==> config.mk <==
export PLATFORM = sky130hd
export DESIGN_NAME = vcmp_decode
export DESIGN_NICKNAME = d
export VERILOG_FILES = /design/src/rtl/vcmp_pkg.sv /design/src/rtl/vcmp_std_dec.sv /design/src/rtl/vcmp_wide_dec.sv /design/src/rtl/vcmp_decode.sv
export SDC_FILE = /design/constraint.sdc
export NUM_CORES = 1
export LEC_CHECK = 0
export ABC_AREA = 1
export BUFFER_PORTS_ARGS = -buffer_cell sky130_fd_sc_hd__buf_4
export CAP_MARGIN = 20
export CORE_MARGIN = 2
export CORE_UTILIZATION = 40
export DETAILED_ROUTE_END_ITERATION = 10
export GPL_TIMING_DRIVEN = 0
export PLACE_DENSITY = 0.91
export SYNTH_ARGS = -nofsm -noshare
export SYNTH_HDL_FRONTEND = slang
export SYNTH_SLANG_ARGS = --single-unit
==> constraint.sdc <==
create_clock -name vclk -period 2.5
set_clock_uncertainty 0.2 [all_clocks]
set_input_delay 0.25 -clock vclk [all_inputs]
set_output_delay 0.25 -clock vclk [all_outputs]
set_load 0.01 [all_outputs]
==> src/rtl/vcmp_pkg.sv <==
package vcmp_pkg;

  localparam int INSN_W = 32;
  localparam int REG_W  = 7;
  localparam int OP_W   = 4;
  localparam int NARROW_W = 5;
  localparam int XO_W   = 10;

  localparam logic [5:0] PRI_STD  = 6'd4;
  localparam logic [5:0] PRI_WIDE = 6'd6;

  typedef enum logic [OP_W-1:0] {
    VOP_NONE    = 4'd0,
    VOP_EQ_U8   = 4'd1,
    VOP_EQ_U16  = 4'd2,
    VOP_EQ_U32  = 4'd3,
    VOP_EQ_F32  = 4'd4,
    VOP_GE_F32  = 4'd5,
    VOP_GT_F32  = 4'd6,
    VOP_BND_F32 = 4'd7,
    VOP_GT_U8   = 4'd8,
    VOP_GT_U16  = 4'd9,
    VOP_GT_U32  = 4'd10,
    VOP_GT_S8   = 4'd11,
    VOP_GT_S16  = 4'd12,
    VOP_GT_S32  = 4'd13
  } vop_e;

  localparam logic FORM_STD  = 1'b0;
  localparam logic FORM_WIDE = 1'b1;

  typedef struct packed {
    logic             hit;
    vop_e             op;
    logic             rc;
    logic [REG_W-1:0] rd;
    logic [REG_W-1:0] ra;
    logic [REG_W-1:0] rb;
  } vdec_t;

endpackage

==> src/rtl/vcmp_std_dec.sv <==
module vcmp_std_dec
  import vcmp_pkg::*;
(
  input  logic [INSN_W-1:0] insn_i,
  output vdec_t             res_o
);

  localparam int PAD_W = REG_W - NARROW_W;

  logic [XO_W-1:0] xo;
  vop_e            op_sel;

  assign xo = insn_i[XO_W-1:0];

  // Extended opcode lookup; all entries are even values.
  always_comb begin
    op_sel = VOP_NONE;
    unique case (xo)
      10'd6:   op_sel = VOP_EQ_U8;
      10'd70:  op_sel = VOP_EQ_U16;
      10'd134: op_sel = VOP_EQ_U32;
      10'd198: op_sel = VOP_EQ_F32;
      10'd454: op_sel = VOP_GE_F32;
      10'd710: op_sel = VOP_GT_F32;
      10'd966: op_sel = VOP_BND_F32;
      10'd518: op_sel = VOP_GT_U8;
      10'd582: op_sel = VOP_GT_U16;
      10'd646: op_sel = VOP_GT_U32;
      10'd774: op_sel = VOP_GT_S8;
      10'd838: op_sel = VOP_GT_S16;
      10'd902: op_sel = VOP_GT_S32;
      default: op_sel = VOP_NONE;
    endcase
  end

  always_comb begin
    res_o = '0;
    if (insn_i[31:26] == PRI_STD && op_sel != VOP_NONE) begin
      res_o.hit = 1'b1;
      res_o.op  = op_sel;
      res_o.rc  = insn_i[10];
      res_o.rd  = {{PAD_W{1'b0}}, insn_i[25:21]};
      res_o.ra  = {{PAD_W{1'b0}}, insn_i[20:16]};
      res_o.rb  = {{PAD_W{1'b0}}, insn_i[15:11]};
    end
  end

endmodule

==> src/rtl/vcmp_wide_dec.sv <==
module vcmp_wide_dec
  import vcmp_pkg::*;
(
  input  logic [INSN_W-1:0] insn_i,
  output vdec_t             res_o
);

  logic [2:0] sel;
  logic       rec;
  logic       grp;
  vop_e       op_plain;
  vop_e       op_rec;
  vop_e       op_sel;

  assign sel = insn_i[9:7];
  assign rec = insn_i[4];
  assign grp = insn_i[6];

  always_comb begin
    op_plain = VOP_NONE;
    unique case (sel)
      3'b000:  op_plain = VOP_EQ_F32;
      3'b001:  op_plain = VOP_GE_F32;
      3'b010:  op_plain = VOP_GT_F32;
      3'b100:  op_plain = VOP_EQ_U32;
      default: op_plain = VOP_NONE;
    endcase
  end

  always_comb begin
    op_rec = VOP_NONE;
    unique case (sel)
      3'b000:  op_rec = VOP_EQ_F32;
      3'b001:  op_rec = VOP_GE_F32;
      3'b010:  op_rec = VOP_GT_F32;
      3'b011:  op_rec = VOP_BND_F32;
      3'b100:  op_rec = VOP_EQ_U32;
      default: op_rec = VOP_NONE;
    endcase
  end

  // Recording words qualify only when the group bit is clear;
  // otherwise they belong to the shift/merge neighbours.
  always_comb begin
    if (!rec)      op_sel = op_plain;
    else if (!grp) op_sel = op_rec;
    else           op_sel = VOP_NONE;
  end

  always_comb begin
    res_o = '0;
    if (insn_i[31:26] == PRI_WIDE && op_sel != VOP_NONE) begin
      res_o.hit = 1'b1;
      res_o.op  = op_sel;
      res_o.rc  = rec;
      res_o.rd  = {insn_i[3:2], insn_i[25:21]};
      res_o.ra  = {insn_i[5], insn_i[10], insn_i[20:16]};
      res_o.rb  = {insn_i[1:0], insn_i[15:11]};
    end
  end

endmodule

==> src/rtl/vcmp_decode.sv <==
module vcmp_decode
  import vcmp_pkg::*;
(
  input  logic [31:0] insn_i,
  output logic        valid_o,
  output logic [3:0]  op_o,
  output logic        form_o,
  output logic        rc_o,
  output logic [6:0]  vd_o,
  output logic [6:0]  va_o,
  output logic [6:0]  vb_o
);

  vdec_t std_res;
  vdec_t wide_res;
  vdec_t pick;
  logic  pick_form;

  vcmp_std_dec u_std (
    .insn_i (insn_i),
    .res_o  (std_res)
  );

  vcmp_wide_dec u_wide (
    .insn_i (insn_i),
    .res_o  (wide_res)
  );

  always_comb begin
    pick      = '0;
    pick_form = FORM_STD;
    if (std_res.hit) begin
      pick = std_res;
    end else if (wide_res.hit) begin
      pick      = wide_res;
      pick_form = FORM_WIDE;
    end
  end

  assign valid_o = pick.hit;
  assign op_o    = pick.op;
  assign form_o  = pick_form;
  assign rc_o    = pick.rc;
  assign vd_o    = pick.rd;
  assign va_o    = pick.ra;
  assign vb_o    = pick.rb;

  always_comb begin
    // the two sub-decoders never claim the same word
    a_r1_single_form: assert ($onehot0({std_res.hit, wide_res.hit}));
    if (valid_o && form_o == FORM_STD) begin
      a_r2_std_rc_pos: assert (rc_o == insn_i[10]);
    end
    if (valid_o && form_o == FORM_WIDE) begin
      a_r5_wide_rc_pos: assert (rc_o == insn_i[4]);
    end
    if (insn_i[31:26] == PRI_WIDE && insn_i[4] && insn_i[6]) begin
      a_r6_merge_rejected: assert (!valid_o);
    end
    if (!valid_o) begin
      a_r7_quiet_invalid: assert (!rc_o && op_o == 4'd0 && !form_o &&
                                  vd_o == '0 && va_o == '0 && vb_o == '0);
    end
  end

endmodule

==> results.md <==
* Post-detailed-routing wire length at 2.00 mm
* Worst IR drop on VDD at 0.0000657 V
* Data required time at the worst endpoint at 2.05 ns
* Worst Max-Slew Pin Slew at 0.295 ns
* Number of global-route vias before repair at 777
* Total negative setup slack at 0 ns
* Hold buffers post-CTS at 0
* Post-Layout Inst Area at 0.00109 sq mm
* Combined flip-flop and latch cell area at 0 sq um
* Crit path kind: primary input to primary output
* Combined area of the multi-input logic cells at 473 sq um
* Total grt overflow at 0
* Number of antenna violations at the first check in global routing at 0
* Setup fix buffers added after clock tree synthesis at 0
* Max Fclk at 475 MHz
* Data arrival time at the worst-slack endpoint at 1.65 ns
* Number of vias per cell after detailed routing at 4.68
* Post-Syn Area per Cell at 5.00 sq um
* Sequential share of the synthesized area at 0%
* Largest net degree at the start of global routing at 11
* Die outline area at 0.00188 sq mm
* Top cells by area, synth: sky130_fd_sc_hd__inv_1, sky130_fd_sc_hd__nand2_1, sky130_fd_sc_hd__a21oi_2
* Number of distinct standard cells referenced by the synthesized netlist at 20
* Capturing element type of the critical path: primary output
* Largest driver fanout on the critical path at 10
* Core Box Area at 0.00147 sq mm
* Power density normalized to cell area at 81.5 mW/mm^2
* Reported leakage power at 0.686 nW
* Number of nets with antenna violations after detailed routing at 0
* First-pass iteration count of the detailed router at 4
* DP Area at 0.00109 sq mm
* Slew margin rel. at 80.3%
* Total count of max-transition violations in the final report at 0
* Count of fill cells added during filler insertion at 128
* Number of gates resized after cts at 0
* Routability cong. at 0.847
* Hold/Removal Path Class: primary input to primary output
* Post-detailed-placement half-perimeter wirelength at 1.77 mm
* Area growth from synthesis to layout at 75.8%
* Vias at 935
* Startpoint type of the worst setup path: primary input
* Height of the chip at 43.4 um
* Area share of the leading cell type in the synthesized netlist at 16.3%
* Detailed Route Iter0 Violations at 14
* Number of placement rows at 14
* Final setup vio count at 0
* Fraction of final layout cells with drive strength greater than 1 at 47.8%
* Outcome: complete, no violations
* Number of buffers inserted by port buffering at 60
* Boundary Pins at 60
* Average routed wire per standard cell at 10.0 um
* Most common cell after layout, fill and taps aside: sky130_fd_sc_hd__buf_4
* Floorplan die width at 43.4 um
* Commonest cells after routing, fill and taps aside: sky130_fd_sc_hd__buf_4, sky130_fd_sc_hd__inv_1, sky130_fd_sc_hd__nand2_1
* Final critical-path required period at 2.10 ns
* Starting density of the core at 42.2%
* Synthesis Warnings at 0
* Nets at 218
* Wire length of the first global-routing pass at 3.10 mm
* Mapped cell area at 621 sq um
* Leading area contributor after synthesis: sky130_fd_sc_hd__inv_1
* Diodes inserted at 0
* Total of max-cap violations at 0
* Synthesized instance count at 124
* RSZ-0062 raised after global routing: false
* Seq cells at 0
* Number of clock buffers in the layout at 0
* Final count of hold timing violations at 0
* Hold WS at 0.609 ns
* Global-route total usage across every layer at 19.8%
* Post-layout total power at 0.0889 mW
* Net count after synthesis at 156
* Period utilisation layout at 84.1%
* DRC at 0
==> power breakdown <==
| part | leakage [nW] | switching, mW | internal [mW] |
|---|---|---|---|
| Sequential | 0 | 0 | 0 |
| Clock | 0 | 0 | 0 |
| Combinational | 0.686 | 0.0428 | 0.0461 |
==> final timing paths <==
| kind | from | to | slack [ns] | cells past startpoint |
|---|---|---|---|---|
| hold / removal | insn_i[4] | rc_o | 0.61 | 4 |
| setup / recovery | insn_i[3] | op_o[3] | 0.40 | 12 |
==> cell families (layout without fill, tap and decap cells) <==
| group | count (synthesis) | count (layout) | synth area share, % |
|---|---|---|---|
| AO/OA/AOI/OAI | 27 | 27 | 28.6 |
| buffers and inverters | 35 | 95 | 23.8 |
| AND/OR/NAND/NOR | 62 | 62 | 47.6 |
==> worst max-delay path: stages <==
cell                      delay (ns)
sky130_fd_sc_hd__buf_4          0.11
sky130_fd_sc_hd__inv_1          0.07
sky130_fd_sc_hd__nand2_1        0.13
sky130_fd_sc_hd__nor2_8         0.18
sky130_fd_sc_hd__nand2_1        0.13
sky130_fd_sc_hd__nand2_1        0.09
sky130_fd_sc_hd__a21oi_1        0.05
sky130_fd_sc_hd__nand3_1        0.09
sky130_fd_sc_hd__nand2_2        0.12
sky130_fd_sc_hd__buf_6          0.19
sky130_fd_sc_hd__a21oi_1        0.13
sky130_fd_sc_hd__buf_4          0.14
==> per-stage QoR <==
step,instances,util (%),setup WS (ns)
global route,200,74.1,0.250
global placement,200,74.1,0.448
CTS,200,74.1,0.379
detailed placement,200,74.1,0.389
finish,200,74.1,0.397
floorplan,124,-,0.692
==> per-layer routing <==
layer | track usage (%) | up-vias | wire [um]
li1 | - | 506 | -
met1 | 26.3 | 407 | 834
met2 | 37.9 | 22 | 1100
met3 | 0.417 | 0 | 71
met4 | 0 | 0 | 0
met5 | 0 | - | 0
==> area by class of cell <==
cell class,instances,area share (%)
plain buffers,3,2.52
inverters,32,11.0
multi-input cells,89,43.3
well taps,16,1.83
repair buffers,60,41.3
==> Yosys cell counts <==
cell type,count
sky130_fd_sc_hd__a22oi_1,1
sky130_fd_sc_hd__nand3_2,1
sky130_fd_sc_hd__a21oi_2,9
sky130_fd_sc_hd__nor2_1,15
sky130_fd_sc_hd__o31ai_1,1
sky130_fd_sc_hd__buf_2,1
sky130_fd_sc_hd__o21ai_0,3
sky130_fd_sc_hd__inv_1,27
sky130_fd_sc_hd__or3_1,1
sky130_fd_sc_hd__nand4_1,2
sky130_fd_sc_hd__o211ai_1,1
sky130_fd_sc_hd__inv_2,5
sky130_fd_sc_hd__o22ai_1,1
sky130_fd_sc_hd__nor2_2,4
sky130_fd_sc_hd__nor2_8,1
sky130_fd_sc_hd__nand2_1,25
sky130_fd_sc_hd__nand2_2,5
sky130_fd_sc_hd__nand3_1,8
sky130_fd_sc_hd__a21oi_1,11
sky130_fd_sc_hd__buf_6,2
(Power assumes the default switching activity.)
